$ cat config.mk
export PLATFORM = sky130hd
export DESIGN_NAME = vid_stream_flush
export DESIGN_NICKNAME = d
export VERILOG_FILES = /design/src/rtl/vid_stream_flush.sv
export SDC_FILE = /design/constraint.sdc
export NUM_CORES = 1
export LEC_CHECK = 0
export BUFFER_PORTS_ARGS = -buffer_cell sky130_fd_sc_hd__buf_2
export CAP_MARGIN = 40
export CORE_MARGIN = 5
export CORE_UTILIZATION = 52
export DETAILED_ROUTE_END_ITERATION = 8
export PLACE_DENSITY = 0.8
export SYNTH_ARGS = -nofsm -noshare
export SYNTH_HDL_FRONTEND = slang
export SYNTH_SLANG_ARGS = --single-unit
$ cat constraint.sdc
create_clock -name aclk -period 2.42 [get_ports aclk]
set_input_delay 0.363 -clock aclk [delete_from_list [all_inputs] [get_ports aclk]]
set_output_delay 0.363 -clock aclk [all_outputs]
set_load 0.03 [all_outputs]
$ cat src/rtl/vid_stream_flush.sv
module vid_stream_flush #(
  parameter int DATA_W = 8
) (
  input  logic              aclk,
  input  logic              aclken,
  input  logic              aresetn,
  input  logic              rst,
  input  logic              fifo_empty,
  input  logic [DATA_W-1:0] fifo_data,
  input  logic              fifo_eol,
  input  logic              fifo_sof,
  output logic              fifo_rd,
  output logic [DATA_W-1:0] m_tdata,
  output logic              m_tvalid,
  input  logic              m_tready,
  output logic              m_tlast,
  output logic              m_tuser
);

  logic              clr;
  logic              out_free;
  logic              flush_due;
  logic              h_vld;
  logic [DATA_W-1:0] h_data;
  logic              h_eol;
  logic              h_sof;

  assign clr       = rst | ~aresetn;
  assign out_free  = ~m_tvalid | m_tready;
  assign flush_due = h_vld & h_eol;
  assign fifo_rd   = ~clr & aclken & out_free & (~fifo_empty | flush_due);

  always_ff @(posedge aclk) begin
    if (clr) begin
      h_vld    <= 1'b0;
      h_data   <= '0;
      h_eol    <= 1'b0;
      h_sof    <= 1'b0;
      m_tvalid <= 1'b0;
      m_tdata  <= '0;
      m_tlast  <= 1'b0;
      m_tuser  <= 1'b0;
    end else if (aclken) begin
      if (fifo_rd) begin
        m_tvalid <= h_vld;
        m_tdata  <= h_data;
        m_tlast  <= h_eol;
        m_tuser  <= h_sof;
        h_vld    <= ~fifo_empty;
        h_data   <= fifo_data;
        h_eol    <= fifo_eol;
        h_sof    <= fifo_sof;
      end else if (m_tready) begin
        m_tvalid <= 1'b0;
      end
    end
  end

  AST_BP_NO_READ: assert property (@(posedge aclk) disable iff (clr)
    m_tvalid && !m_tready |-> !fifo_rd);
  AST_BP_HOLD: assert property (@(posedge aclk) disable iff (clr)
    m_tvalid && !m_tready |=> m_tvalid && $stable(m_tdata) && $stable(m_tlast) && $stable(m_tuser));
  AST_FLUSH_DELIVERS: assert property (@(posedge aclk) disable iff (clr)
    fifo_rd && fifo_empty |=> m_tvalid && m_tlast);
  AST_NO_REPEAT_OVERREAD: assert property (@(posedge aclk) disable iff (clr)
    fifo_rd && fifo_empty |=> !(fifo_rd && fifo_empty));
  AST_CE_NO_READ: assert property (@(posedge aclk) disable iff (clr)
    !aclken |-> !fifo_rd);
  AST_CE_FREEZE: assert property (@(posedge aclk) disable iff (clr)
    !aclken |=> $stable(m_tvalid) && $stable(m_tdata) && $stable(m_tlast) && $stable(m_tuser));

endmodule

==> flow_summary.html <==
<table>
<tr><th>Metric</th><th>Value</th></tr>
<tr><th colspan="2">Run status</th></tr>
<tr><td>Result of the run</td><td>complete, no violations</td></tr>
<tr><th colspan="2">Min path</th></tr>
<tr><td>Worst Hold Class</td><td>in2reg</td></tr>
<tr><th colspan="2">Finish</th></tr>
<tr><td>Final cell area excluding filler cells</td><td>between 1000 and 1500 sq um</td></tr>
<tr><td>Area Growth Syn to Fin</td><td>17.66%</td></tr>
<tr><td>Core utilization of the finished layout</td><td>62.67%</td></tr>
<tr><td>Share of layout cells above drive strength 1</td><td>31.09%</td></tr>
<tr><td>Count of antenna diodes in the layout</td><td>0</td></tr>
<tr><td>Layout net count</td><td>137</td></tr>
<tr><th colspan="2">Routing</th></tr>
<tr><td>Wire length per cell</td><td>12.34 microns</td></tr>
<tr><td>DRC violation total after the first TritonRoute iteration</td><td>8</td></tr>
<tr><td># DRC</td><td>0</td></tr>
<tr><td>Post-detailed-route via-to-cell ratio</td><td>5.088</td></tr>
<tr><td>Number of search-and-repair iterations in the first detailed-routing pass</td><td>4</td></tr>
<tr><td>Antenna viol nets, final</td><td>0</td></tr>
<tr><td>Final WL</td><td>between 1500 and 2000 microns</td></tr>
<tr><td>Total vias in the final route</td><td>692</td></tr>
<tr><th colspan="2">Worst setup path</th></tr>
<tr><td>Critical Path Source Type</td><td>flip-flop</td></tr>
<tr><td>Type of destination of the critical path</td><td>output port</td></tr>
<tr><td>Endpoint arrival time on the critical path</td><td>1.25 ns</td></tr>
<tr><td>Slowest-stage cell, CP</td><td>sky130_fd_sc_hd__dfxtp_1</td></tr>
<tr><td>Critical Setup Path Class</td><td>reg2out</td></tr>
<tr><td>Required arrival time at the worst endpoint</td><td>2.06 ns</td></tr>
<tr><td>Slowest Stage Delay on Critical Path</td><td>around 0.34 ns</td></tr>
<tr><td>Critical-path maximum fanout</td><td>4</td></tr>
<tr><td>Critical path, cell by cell</td><td>nor2b_4 &gt; nor4_1 &gt; buf_2</td></tr>
<tr><th colspan="2">STA</th></tr>
<tr><td>Final Hold Vio Count</td><td>0</td></tr>
<tr><td>Clock skew after layout</td><td>~0.0013 ns</td></tr>
<tr><td>Transition at the pin with the smallest max-transition slack</td><td>roughly 0.33 ns</td></tr>
<tr><td>Setup TNS</td><td>0 ns</td></tr>
<tr><td>Share of the cycle needed by the critical path after routing</td><td>66.58%</td></tr>
<tr><td>Total setup violations reported at the end of the flow</td><td>0</td></tr>
<tr><td>Final count of pins violating max slew</td><td>0</td></tr>
<tr><td>Upper clock frequency limit</td><td>slightly above 0.6 GHz</td></tr>
<tr><td>Tightest slew margin relative to the limit</td><td>78.24%</td></tr>
<tr><td>Min Clock Period, post-route</td><td>1.611 ns</td></tr>
<tr><td>RSZ-0062 raised after global routing</td><td>false</td></tr>
<tr><th colspan="2">Floorplan</th></tr>
<tr><td>Area of the placeable core</td><td>1689 sq um</td></tr>
<tr><td>Row count</td><td>15</td></tr>
<tr><td>Initial standard-cell utilization of the core</td><td>53.26%</td></tr>
<tr><td>Die Span Y</td><td>51.60 microns</td></tr>
<tr><td>Boundary pin count</td><td>28</td></tr>
<tr><td>Die area</td><td>2662 sq um</td></tr>
<tr><td>Die width</td><td>51.60 microns</td></tr>
<tr><th colspan="2">Clock tree</th></tr>
<tr><td>Total clock sinks</td><td>22</td></tr>
<tr><td>Deepest level of the CTS H-tree</td><td>1</td></tr>
<tr><td>Resized cells post-CTS</td><td>0</td></tr>
<tr><td>Cts bufs inserted</td><td>3</td></tr>
<tr><td>Clk slew on worst S/H paths</td><td>~0.11 ns</td></tr>
<tr><td>CTS max path bufs</td><td>2</td></tr>
<tr><td>Hold-fix buffers, CTS</td><td>0</td></tr>
<tr><td>Master cell of the clock root buffer</td><td>sky130_fd_sc_hd__clkbuf_4</td></tr>
<tr><td>Post CTS Setup Buffer Count</td><td>0</td></tr>
<tr><td>CTS tree</td><td>yes</td></tr>
<tr><td>Source-to-sink clock delay at the later pin of the worst-skew pair</td><td>0.30 ns</td></tr>
<tr><th colspan="2">Global routing</th></tr>
<tr><td>Global-route wire length before repair</td><td>2842 microns</td></tr>
<tr><td>Overall track demand over capacity in global routing</td><td>around 15%</td></tr>
<tr><td>Pin count of the biggest net entering global routing</td><td>31</td></tr>
<tr><td>Initial antenna violation count</td><td>0</td></tr>
<tr><td>Number of global-route vias before repair</td><td>just under 700</td></tr>
<tr><td>Global route total overflow</td><td>0</td></tr>
<tr><th colspan="2">Synthesis</th></tr>
<tr><td>Most frequent cells after synthesis</td><td>sky130_fd_sc_hd__nand2_1 (31), sky130_fd_sc_hd__dfxtp_1 (22), sky130_fd_sc_hd__mux2i_1 (20)</td></tr>
<tr><td>Yosys top cell area share</td><td>48.96%</td></tr>
<tr><td>Largest cells by area after synthesis</td><td>sky130_fd_sc_hd__dfxtp_1 (49%), sky130_fd_sc_hd__mux2i_1 (22%), sky130_fd_sc_hd__nand2_1 (13%), sky130_fd_sc_hd__buf_6 (2.5%), sky130_fd_sc_hd__nor3_4 (1.8%)</td></tr>
<tr><td>Yosys warns</td><td>0</td></tr>
<tr><td>Part of the Yosys area used for sequential elements</td><td>between 40 and 50%</td></tr>
<tr><td>Biggest area consumer among synthesized cells</td><td>sky130_fd_sc_hd__dfxtp_1</td></tr>
<tr><td>Post-synthesis average cell area</td><td>9.778 sq um</td></tr>
<tr><td>Syn Nets</td><td>approximately 110</td></tr>
<tr><td>Unique cell type count in the Yosys netlist</td><td>18</td></tr>
<tr><td>Async set or reset register ratio after synthesis</td><td>0%</td></tr>
<tr><td>Count of state elements after synthesis</td><td>22</td></tr>
<tr><td>Number of enable-type register cells in the synthesized netlist</td><td>0</td></tr>
<tr><td>Mapped cell area</td><td>899.6 sq um</td></tr>
<tr><td>Cell with the most instances after synthesis</td><td>sky130_fd_sc_hd__nand2_1</td></tr>
<tr><td>Top flip-flop cell by instance count after synthesis</td><td>sky130_fd_sc_hd__dfxtp_1</td></tr>
<tr><td>Cells after synthesis</td><td>92</td></tr>
<tr><th colspan="2">Power and ir drop</th></tr>
<tr><td>Static Leak</td><td>0.4595 nW</td></tr>
<tr><td>Worst ir drop on vdd</td><td>0.3088 mV</td></tr>
<tr><td>Power per Cell Area</td><td>549.5 nW/um^2</td></tr>
<tr><th colspan="2">Placed design</th></tr>
<tr><td>Total of buffers placed on input and output ports</td><td>27</td></tr>
<tr><td>Detail Placement HPWL</td><td>1224 microns</td></tr>
<tr><td>RePlAce Congestion</td><td>0.6676</td></tr>
<tr><td>Instance area at placement</td><td>1036 sq um</td></tr>
<tr><th colspan="2">Flow run</th></tr>
<tr><td>Max Cap Violations</td><td>0</td></tr>
</table>
## registers in the layout (all words and copies together), names as in the netlist
name and count:
h_data 8, m_tdata 8, h_eol 1, h_sof 1, h_vld 1, m_tlast 1, m_tuser 1, m_tvalid 1
## critical path: cells and delay by family, from the launching register on
kind	cells	cell delay, ns
buffers and inverters	1	0.24
DFF	1	0.34
and+or+nand+nor	2	0.37
## metal layers
| metal | wire length [microns] | share of wire [%] | GRT usage (%) | vias up |
|---|---|---|---|---|
| met4 | 29 | 1.7 | 10.48 | 0 |
| met3 | 114 | 6.8 | 3.152 | 4 |
| met2 | 826 | 49 | 25.85 | 17 |
| li1 | - | - | - | 357 |
| met1 | 707 | 42 | 15.21 | 314 |
| met5 | 0 | 0 | 0 | - |
## metrics by stage
stage	power [mW]	cells	setup slack (ns)	hold slack (ns)
after floorplan	0.4158	92	0.5172	0.4428
after global placement	0.4311	133	0.9455	0.4408
after detailed placement	0.4335	133	0.9146	0.4437
after CTS	0.5945	136	0.8068	0.2794
after global routing	0.6134	136	0.7148	0.2872
final	0.5816	136	0.8089	0.2958
## final timing paths
check	endpoint	cells after the start	slack [ns]	startpoint
max	fifo_rd	3	0.81	m_tvalid
min	h_data[0]	3	0.30	fifo_data[0]
max reg2reg	m_tdata[2]	4	1.11	m_tvalid
min reg2reg	m_tdata[5]	2	0.46	m_tdata[5]
## power by group
group	total, mW	internal, mW	leakage [nW]	switching, mW
clock network	0.157	0.0580	0.0138	0.0987
registers	0.369	0.367	0.178	0.00205
logic	0.0559	0.0255	0.268	0.0304
total	0.582	0.450	0.460	0.131
## logic make-up after synthesis
group | Yosys count | share of synthesized area, %
and+or+nand+nor | 39 | 20.17
AOI/OAI and AO/OA | 4 | 3.616
buffers and inverters | 7 | 5.005
muxes | 20 | 22.25
DFF | 22 | 48.96
## cells in the final DEF, fill, tap and decap left out
cell | netlist | final
sky130_fd_sc_hd__nor2_1 | 1 | 1
sky130_fd_sc_hd__dfxtp_1 | 22 | 22
sky130_fd_sc_hd__nand2b_1 | 2 | 2
sky130_fd_sc_hd__a21boi_2 | 1 | 1
sky130_fd_sc_hd__or3_1 | 1 | 1
sky130_fd_sc_hd__clkbuf_4 | 0 | 3
sky130_fd_sc_hd__nor4_1 | 1 | 1
sky130_fd_sc_hd__nor3_4 | 1 | 1
sky130_fd_sc_hd__inv_2 | 1 | 1
sky130_fd_sc_hd__o31ai_1 | 1 | 1
sky130_fd_sc_hd__nor2b_2 | 0 | 1
sky130_fd_sc_hd__mux2i_1 | 20 | 20
sky130_fd_sc_hd__buf_4 | 0 | 2
sky130_fd_sc_hd__nor2b_4 | 1 | 1
sky130_fd_sc_hd__a21oi_1 | 1 | 1
sky130_fd_sc_hd__a32oi_1 | 1 | 1
sky130_fd_sc_hd__inv_1 | 1 | 1
sky130_fd_sc_hd__buf_2 | 3 | 27
sky130_fd_sc_hd__nand2_1 | 31 | 31
## final cells by class
class / count / area (sq um)
clock buffers: 3 / 22.52
fillers: 152 / 630.6
inverters: 2 / 7.507
multi-input cells: 63 / 416.7
flip-flops and latches: 22 / 440.4
well taps: 17 / 21.27
repair buffers: 29 / 150.1
Note: power is estimated with default switching activity, not from simulation.
